`config.mk`:
```
export PLATFORM = sky130hd
export DESIGN_NAME = sar_seq
export DESIGN_NICKNAME = d
export VERILOG_FILES = /design/src/rtl/sar_seq_pkg.sv /design/src/rtl/sar_tad_gen.sv /design/src/rtl/sar_bit_engine.sv /design/src/rtl/sar_seq.sv
export SDC_FILE = /design/constraint.sdc
export NUM_CORES = 1
export LEC_CHECK = 0
export BUFFER_PORTS_ARGS = -buffer_cell sky130_fd_sc_hd__buf_2
export CAP_MARGIN = 30
export CORE_AREA = 2 2 105 107
export DETAILED_ROUTE_END_ITERATION = 8
export DIE_AREA = 0 0 107 109
export PLACE_DENSITY = 0.64
export SLEW_MARGIN = 20
export SYNTH_ARGS = -nofsm -noshare
export SYNTH_HDL_FRONTEND = slang
export SYNTH_HIERARCHICAL = 1
export SYNTH_SLANG_ARGS = --single-unit
export TNS_END_PERCENT = 1
```
`constraint.sdc`:
```
create_clock -name clk -period 4.12 [get_ports clk]
set_clock_uncertainty 0.15 [all_clocks]
set_input_delay 0.618 -clock clk [delete_from_list [all_inputs] [get_ports clk]]
set_output_delay 0.618 -clock clk [all_outputs]
set_load 0.05 [all_outputs]
```
`src/rtl/sar_seq_pkg.sv`:
```
package sar_seq_pkg;

    typedef enum logic [1:0] {
        ST_IDLE = 2'd0,
        ST_ACQ  = 2'd1,
        ST_CONV = 2'd2,
        ST_GAP  = 2'd3
    } sar_state_e;

    localparam int ACQ_MAX_TAD = 20;
    localparam int TAD_MAX_CLK = 64;

    // system clocks per TAD for a divider code
    function automatic int tad_period(input logic [2:0] code);
        if (code > 3'd5) return TAD_MAX_CLK;
        return 2 << code;
    endfunction

    // acquisition length in TAD for an acquisition code
    function automatic int acq_tads(input logic [2:0] code);
        case (code)
            3'd0: return 0;
            3'd1: return 2;
            3'd2: return 4;
            3'd3: return 6;
            3'd4: return 8;
            3'd5: return 12;
            3'd6: return 16;
            default: return ACQ_MAX_TAD;
        endcase
    endfunction

endpackage

```
`src/rtl/sar_tad_gen.sv`:
```
module sar_tad_gen
    import sar_seq_pkg::*;
#(
    parameter int CNT_W = $clog2(TAD_MAX_CLK)
) (
    input  logic       clk,
    input  logic       rst_n,
    input  logic       run,
    input  logic [2:0] div_code,
    output logic       tick
);
    logic [CNT_W-1:0] cnt_d, cnt_q;
    int               period;

    always_comb begin
        period = tad_period(div_code);
        tick   = run && (cnt_q == CNT_W'(period - 1));
        if (!run || tick) cnt_d = '0;
        else              cnt_d = cnt_q + 1'b1;
    end

    always_ff @(posedge clk) begin
        if (!rst_n) cnt_q <= '0;
        else        cnt_q <= cnt_d;
    end
endmodule

```
`src/rtl/sar_bit_engine.sv`:
```
module sar_bit_engine #(
    parameter int W = 10
) (
    input  logic         clk,
    input  logic         rst_n,
    input  logic         load,
    input  logic         step,
    input  logic         cmp,
    output logic [W-1:0] trial,
    output logic         last,
    output logic [W-1:0] final_code
);
    typedef struct packed {
        logic [W-1:0] acc;
        logic [W-1:0] mask;
    } eng_t;

    eng_t eng_d, eng_q;

    always_comb begin
        eng_d = eng_q;
        if (load) begin
            eng_d.acc  = '0;
            eng_d.mask = {1'b1, {(W-1){1'b0}}};
        end else if (step) begin
            if (cmp) eng_d.acc = eng_q.acc | eng_q.mask;
            eng_d.mask = eng_q.mask >> 1;
        end
        trial      = eng_q.acc | eng_q.mask;
        last       = eng_q.mask[0];
        final_code = eng_q.acc | (cmp ? eng_q.mask : '0);
    end

    always_ff @(posedge clk) begin
        if (!rst_n) eng_q <= '0;
        else        eng_q <= eng_d;
    end
endmodule

```
`src/rtl/sar_seq.sv`:
```
module sar_seq
    import sar_seq_pkg::*;
#(
    parameter int RES_W   = 10,
    parameter int CH_W    = 4,
    parameter int GAP_TAD = 2
) (
    input  logic             clk,
    input  logic             rst_n,
    input  logic             wr_en,
    input  logic [1:0]       wr_sel,
    input  logic [7:0]       wr_data,
    input  logic [1:0]       rd_sel,
    output logic [7:0]       rd_data,
    input  logic             cmp_in,
    output logic             irq_o,
    output logic [CH_W-1:0]  mux_sel,
    output logic             vref_pos_ext,
    output logic             vref_neg_ext,
    output logic             hold_o,
    output logic [RES_W-1:0] trial_code
);
    localparam int WAIT_W = $clog2(ACQ_MAX_TAD + 1);
    localparam int HI_W   = RES_W - 8;

    typedef struct packed {
        sar_state_e        state;
        logic              en;
        logic              go;
        logic [CH_W-1:0]   chan;
        logic [2:0]        div;
        logic [2:0]        acq;
        logic              pos;
        logic              neg;
        logic              irq;
        logic [CH_W-1:0]   chan_a;
        logic [2:0]        div_a;
        logic              pos_a;
        logic              neg_a;
        logic [WAIT_W-1:0] wait_n;
    } seq_t;

    seq_t             cs, nx;
    logic [RES_W-1:0] res_d, res_q;
    logic             res_we;
    logic             tick, load, step, last, go_req, abort, start;
    logic [RES_W-1:0] trial, final_code;

    sar_tad_gen u_tad (
        .clk      (clk),
        .rst_n    (rst_n),
        .run      (cs.state != ST_IDLE),
        .div_code (cs.div_a),
        .tick     (tick)
    );

    sar_bit_engine #(.W(RES_W)) u_eng (
        .clk        (clk),
        .rst_n      (rst_n),
        .load       (load),
        .step       (step),
        .cmp        (cmp_in),
        .trial      (trial),
        .last       (last),
        .final_code (final_code)
    );

    always_comb begin
        nx     = cs;
        res_d  = res_q;
        res_we = 1'b0;
        load   = 1'b0;
        step   = 1'b0;
        go_req = 1'b0;
        abort  = 1'b0;
        start  = 1'b0;

        if (wr_en) begin
            case (wr_sel)
                2'd0: begin
                    nx.en   = wr_data[0];
                    nx.chan = wr_data[CH_W+1:2];
                    go_req  = wr_data[0] & wr_data[1];
                    abort   = ~wr_data[0];
                end
                2'd1: begin
                    nx.div = wr_data[2:0];
                    nx.acq = wr_data[5:3];
                    nx.pos = wr_data[6];
                    nx.neg = wr_data[7];
                end
                2'd3: if (!wr_data[7]) nx.irq = 1'b0;
                default: ;
            endcase
        end

        if (abort) begin
            nx.go     = 1'b0;
            nx.state  = ST_IDLE;
            nx.wait_n = '0;
        end else begin
            case (cs.state)
                ST_IDLE: if (go_req) begin
                    nx.go = 1'b1;
                    start = 1'b1;
                end
                ST_ACQ: if (tick) begin
                    if (cs.wait_n == '0) begin
                        nx.state = ST_CONV;
                        load     = 1'b1;
                    end else begin
                        nx.wait_n = cs.wait_n - 1'b1;
                    end
                end
                ST_CONV: if (tick) begin
                    step = 1'b1;
                    if (last) begin
                        res_d     = final_code;
                        res_we    = 1'b1;
                        nx.go     = 1'b0;
                        nx.irq    = 1'b1;
                        nx.state  = ST_GAP;
                        nx.wait_n = WAIT_W'(GAP_TAD - 1);
                    end
                end
                default: begin
                    if (go_req) nx.go = 1'b1;
                    if (tick) begin
                        if (cs.wait_n != '0)  nx.wait_n = cs.wait_n - 1'b1;
                        else if (nx.go)       start = 1'b1;
                        else                  nx.state = ST_IDLE;
                    end
                end
            endcase
        end

        if (start) begin
            nx.state  = ST_ACQ;
            nx.wait_n = WAIT_W'(acq_tads(nx.acq));
            nx.chan_a = nx.chan;
            nx.div_a  = nx.div;
            nx.pos_a  = nx.pos;
            nx.neg_a  = nx.neg;
        end
    end

    always_ff @(posedge clk) begin
        if (!rst_n) cs <= '0;
        else        cs <= nx;
    end

    // result pair keeps its value across reset
    always_ff @(posedge clk) begin
        if (rst_n && res_we) res_q <= res_d;
    end

    always_comb begin
        case (rd_sel)
            2'd0:    rd_data = 8'({cs.chan, cs.go, cs.en});
            2'd1:    rd_data = {cs.neg, cs.pos, cs.acq, cs.div};
            2'd2:    rd_data = res_q[7:0];
            default: rd_data = {cs.irq, {(7-HI_W){1'b0}}, res_q[RES_W-1:8]};
        endcase
    end

    assign irq_o        = cs.irq;
    assign mux_sel      = cs.chan_a;
    assign vref_pos_ext = cs.pos_a;
    assign vref_neg_ext = cs.neg_a;
    assign hold_o       = (cs.state == ST_CONV);
    assign trial_code   = hold_o ? trial : '0;
endmodule

```
; Word-level counts from Yosys, hierarchy flattened
; Index checks and enable logic that the tools add are counted.
[op_classes]
muxes = 63
n_eq_ne = 24
reduce_logical = 27
n_lt_le_gt_ge = 1
bitwise = 8
n_addsub = 3
shift = 1
[ops]
columns = op, count
row1 = 2-to-1 mux 10 bit, 4
row2 = 2-to-1 mux 5 bit, 8
row3 = case mux 5 bit (7 select lines), 1
row4 = 2-to-1 mux 1 bit, 34
row5 = case mux 8 bit (3 select lines), 1
row6 = bitwise OR 10 bit, 2
row7 = case mux 5 bit (3 select lines), 1
row8 = 2-to-1 mux 2 bit, 7
row9 = 2-to-1 mux 13 bit, 1
row10 = AND reduction 6 bit, 2
row11 = "!= test 5 x 4 -> 1 bit, second input constant", 2
row12 = AND reduction 5 bit, 2
row13 = nonzero test 5 bit, 2
row14 = "equality test 3 bit, second input constant", 3
row15 = 2-to-1 mux 8 bit, 1
row16 = "!= test 4 bit, second input constant", 2
row17 = OR reduction 2 bit, 4
row18 = "adder 6 x 1 -> 6 bit, second input constant", 1
row19 = "equality test 2 x 1 -> 1 bit, second input constant", 3
row20 = "equality test 2 bit, second input constant", 3
row21 = "equality test 3 x 2 -> 1 bit, second input constant", 2
row22 = equality test 6 bit, 1
row23 = zero test 2 bit, 3
row24 = 2-to-1 mux 6 bit, 1
row25 = other kinds (26), 36
[totals]
ff_bits = 67

; Longest topological paths before layout
[depth]
depth_word = 13
depth_mapped = 14
depth_no_buf = 12

; Cells and area by module
; The synthesis kept the hierarchy.
[by_module_without_submodules]
columns = module, area_per_inst_um2, cells_per_inst, instances
row1 = sar_seq, 2279.7, 234, 1
row2 = sar_bit_engine, 854.6, 87, 1
row3 = sar_tad_gen, 479.2, 54, 1

; Worst setup path before layout
; No wires, ideal clock.
[synth_timing]
kind = reg-to-reg
from = register cs[9] in the netlist's numbering
to = register cs[3] in the netlist's numbering
t_arrival_ns = 3.104
path_buffers = 1
stages_incl_launch_ff = 13
period_less_slack_ns = 3.374
t_required_ns = 3.850
slack_ns = 0.746
cell_sequence = dfxtp_1 > buf_6 > or3_4 > ha_1 > or4b_4 > a31oi_2 > nor3_2 > and4_1 > and3_1 > a22oi_1 > nor3_4 > nor2b_1 > o31a_1
[synth_between]
elab_chain_cells = 11
word_cells_on_any_way = 17
[synth_lines]
columns = element, line
row1 = from (decl), sar_seq.sv:43  ; seq_t cs, nx;
row2 = from (signal assigned), sar_seq.sv:149  ; else cs <= nx;
row3 = > comparator 3 bit, sar_seq_pkg.sv:15  ; if (code > 3'd5) return TAD_MAX_CLK;
row4 = 2-to-1 mux 1 bit, sar_seq_pkg.sv:15
row5 = 2-to-1 mux 6 bit *, sar_seq_pkg.sv:16  ; return 2 << code;
row6 = subtractor 6 x 2 -> 6 bit *, sar_tad_gen.sv:17  ; tick = run && (cnt_q == CNT_W'(period - 1));
row7 = equality test 6 bit *, sar_tad_gen.sv:17
row8 = logical AND 1 bit *, sar_tad_gen.sv:17
row9 = net tick, sar_seq.sv:46  ; logic tick, load, step, last, go_req, abort, start;
row10 = 2-to-1 mux 1 bit, sar_seq.sv:128  ; if (tick) begin
row11 = case mux 1 bit (2 select lines), sar_seq.sv:102  ; case (cs.state)
row12 = 2-to-1 mux 1 bit, sar_seq.sv:97  ; if (abort) begin
row13 = "!= test 4 bit (no line), or another cell as far along", --
row14 = AND reduction 5 bit (no line), --
; The timed path passes the listed nets; every way through them passes the cells marked *.
; A chain may end at the register's enable or synchronous reset.

; Final worst setup path
[layout_timing]
from = register cs[9] in the netlist's numbering
to = register cs[2] in the netlist's numbering
; The elaborated chain is that of the path after synthesis.

==> metrics.csv <==
stage;metric;value;unit
outcome;outcome;complete, no violations;
placement;buffer_ports.inserted;41;
sta;worst-slew-pin-transition;0.781;ns
detailed_routing;post-route-drc-count;0;
placement;total_half_perimeter_wirelength_after_legalization_and_detailed_placement;5560;um
sta;final_period_minus_worst_setup_slack;3.84;ns
floorplan;fp.coreArea;10600;um2
cts;post_cts_buffers;0;
layout;finish.net_count;432;
setup_path;timing.critical_path.from_type;flop;
sta;maxSlewHeadroom;47.8;%
setup_path;worst_ep_required_time;4.26;ns
cts;hold_buffer_count_at_cts;0;
layout;area_delta_synth_final;12.4;%
yosys;synth_warnings;6;
sta;setup_repair_after_global_routing_missed_its_margin;no;
floorplan;die_height;109;um
cts;tritoncts_num_sinks;67;
cts;h-tree-depth;3;
setup_path;cp_max_fo;22;
sta;setup_tns;0;ns
yosys;synthesized_cell_area;3610;um2
sta;report.final.hold_viol_count;0;
setup_path;timing.critical_path.arrival;3.97;ns
floorplan;row_count;38;
yosys;mappedNetlistNets;400;
sta;finalCritPeriodShare;93.1;%
detailed_routing;vias;2807;
cts;tritoncts;done;
cts;cts.path.max_buffers;2;
job;drv_cap;0;
sta;fmax;0.261;GHz
setup_path;cp-end-kind;flop;
yosys;syn_area_per_cell;9.64;um2
placement;preCtsSetupSlack;0.327;ns
floorplan;ioPinCount;42;
worst_hold_path;hp-class;reg -> reg;
yosys;post_synth_inst_count;375;
pwr;power.ir.vdd_worst;0.206;mV
cts;post_cts_resize_count;0;
floorplan;floorplan.initialDensity;34.1;%
layout;final_layout_size_suffix_gt1_share;21.8;%
detailed_routing;drt_first_iter_violations;122;
yosys;synthArstFlopShare;0;%
global_route;first_pass_grt_wire_length;12900;um
global_route;grt_pass1_vias;2622;
yosys;yosys.cell_types.count;64;
detailed_routing;finalWirelength;8000;um
yosys;synth-edff-count;10;
placement;place_congestion;0.842;
global_route;grt_antenna_before_repair;0;
setup_path;critPathKind;reg -> reg;
cts;insertion_delay;0.34;ns
yosys;yosysSeqAreaShare;39.9;%
floorplan;fp.dieW;107;um
yosys;top_ff_cell_synth;dfxtp_1;
global_route;track_usage;14.1;%
pwr;p_leak;0.00178;uW
detailed_routing;dr_wl_cell;14.5;um
global_route;grt-ovfl-total;0;
cts;clock_tree.root_cell;clkbuf_8;
cts;cts.reportedPaths.clkPinSlew;0.08;ns
layout;fill_cells;1078;
layout;antennaDiodeCount;0;
yosys;synth.ff_latch_count;67;
floorplan;die-area;11700;um2
pwr;p_per_cell_area;345;nW/um2
detailed_routing;vias_per_cell;5.09;
detailed_routing;first_pass_iters;4;
cts;number_of_buffers_created_by_cts;9;
sta;post-route-worst-setup-slack;0.285;ns
detailed_routing;drtAntennaViolNets;0;
global_route;pin_count_of_the_biggest_net_entering_global_routing;36;
sta;count_of_pins_over_their_slew_limit;0;
sta;setup_viol;0;
-- worst max-delay path, stage by stage (launching register included) --
cell     delay, ns
dfxtp_1       0.42
or3_4         0.44
ha_1          0.28
or3b_2        0.23
a31oi_2       0.09
nor3_2        0.42
and4_1        0.38
and3_1        0.18
a22oi_1       0.15
nor3_4        0.64
o211a_1       0.26
o31a_1        0.12
-- metrics by stage --
step	utilization [%]	instance area (um2)	hold slack [ns]	std cells	power [uW]
final	38.3	4060	0.331	552	1400
after global placement	36.3	3840	0.314	536	805
after floorplan	-	3610	0.286	375	778
after CTS	38.3	4060	0.339	552	1420
after global routing	38.3	4060	0.368	552	1460
after detailed placement	36.3	3840	0.317	536	807
-- sequential cells by signal (all words and copies together) (netlist names) --
register,count
cs,24
res_q,10
vref_neg_ext,1
mux_sel,4
u_eng/last,1
vref_pos_ext,1
u_tad/cnt_q,6
irq_o,1
u_eng/eng_q,19
-- routing by layer --
metal  wire, um  up-vias  global-route usage (%)
met3        346       10                    3.53
met4         90        0                    5.10
met2       3770       46                    23.3
met5          0        -                       0
met1       3790     1345                    18.0
li1           -     1406                       -
-- cell usage after synthesis (10+ instances only) --
library cell	number	area share (%)
o211a_1	10	2.8
nor2_1	32	3.3
dfxtp_1	57	32
a31oi_1	14	2.4
nand2_1	30	3.1
nand3_1	10	1.4
edfxtp_1	10	8.3
a21o_1	11	2.3
o21ai_0	11	1.5
or2_2	10	1.7
mux2i_1	28	7.8
nor2b_1	17	2.9
and2_1	11	1.9
inv_1	11	1.1
-- placed cells by master (no fill, tap or decap), drive strengths merged, types with 6 or more instances in the layout --
| cell | count |
|---|---|
| nor2 | 32 |
| nand2b | 6 |
| ha | 9 |
| and2 | 11 |
| mux2i | 28 |
| dfxtp | 57 |
| o21ai | 13 |
| a21oi | 9 |
| nand3 | 10 |
| edfxtp | 10 |
| a21o | 11 |
| a31oi | 15 |
| inv | 12 |
| nand2 | 30 |
| clkbuf | 10 |
| o211a | 10 |
| buf | 45 |
| nor2b | 17 |
| or2 | 10 |
-- power by group --
part	internal [uW]	switching, uW	leakage (uW)
Combinational	41.5	75.5	0.00114
Clock	342	268	0.000103
Sequential	668	7.04	0.000534
-- cells by family after synthesis --
| kind of cell | synth area share [%] |
|---|---|
| compound gates | 17.7 |
| mux | 9.63 |
| buf+inv | 6.09 |
| simple gates | 21.9 |
| fa+ha+maj | 3.12 |
| xor+xnor | 1.70 |
| flops | 39.9 |
-- final timing paths --
check             start    end  slack [ns]  cells after the start
hold / removal    irq_o  irq_o        0.33                      2
hold reg to reg   irq_o  irq_o        0.33                      2
setup reg to reg  cs[9]  cs[2]        0.28                     11
setup / recovery  cs[9]  cs[2]        0.28                     11
-- layout make-up --
| class | instances | area [um2] | area share, % |
|---|---|---|---|
| well taps | 140 | 175 | 4.31 |
| clock buffers | 10 | 128 | 3.14 |
| clock inverters | 6 | 88.8 | 2.19 |
| repair buffers | 45 | 235 | 5.79 |
| flip-flops and latches | 67 | 1440 | 35.5 |
| inverters | 11 | 41.3 | 1.02 |
| multi-input cells | 273 | 1950 | 48.1 |
Note: power is estimated with default switching activity, not from simulation.
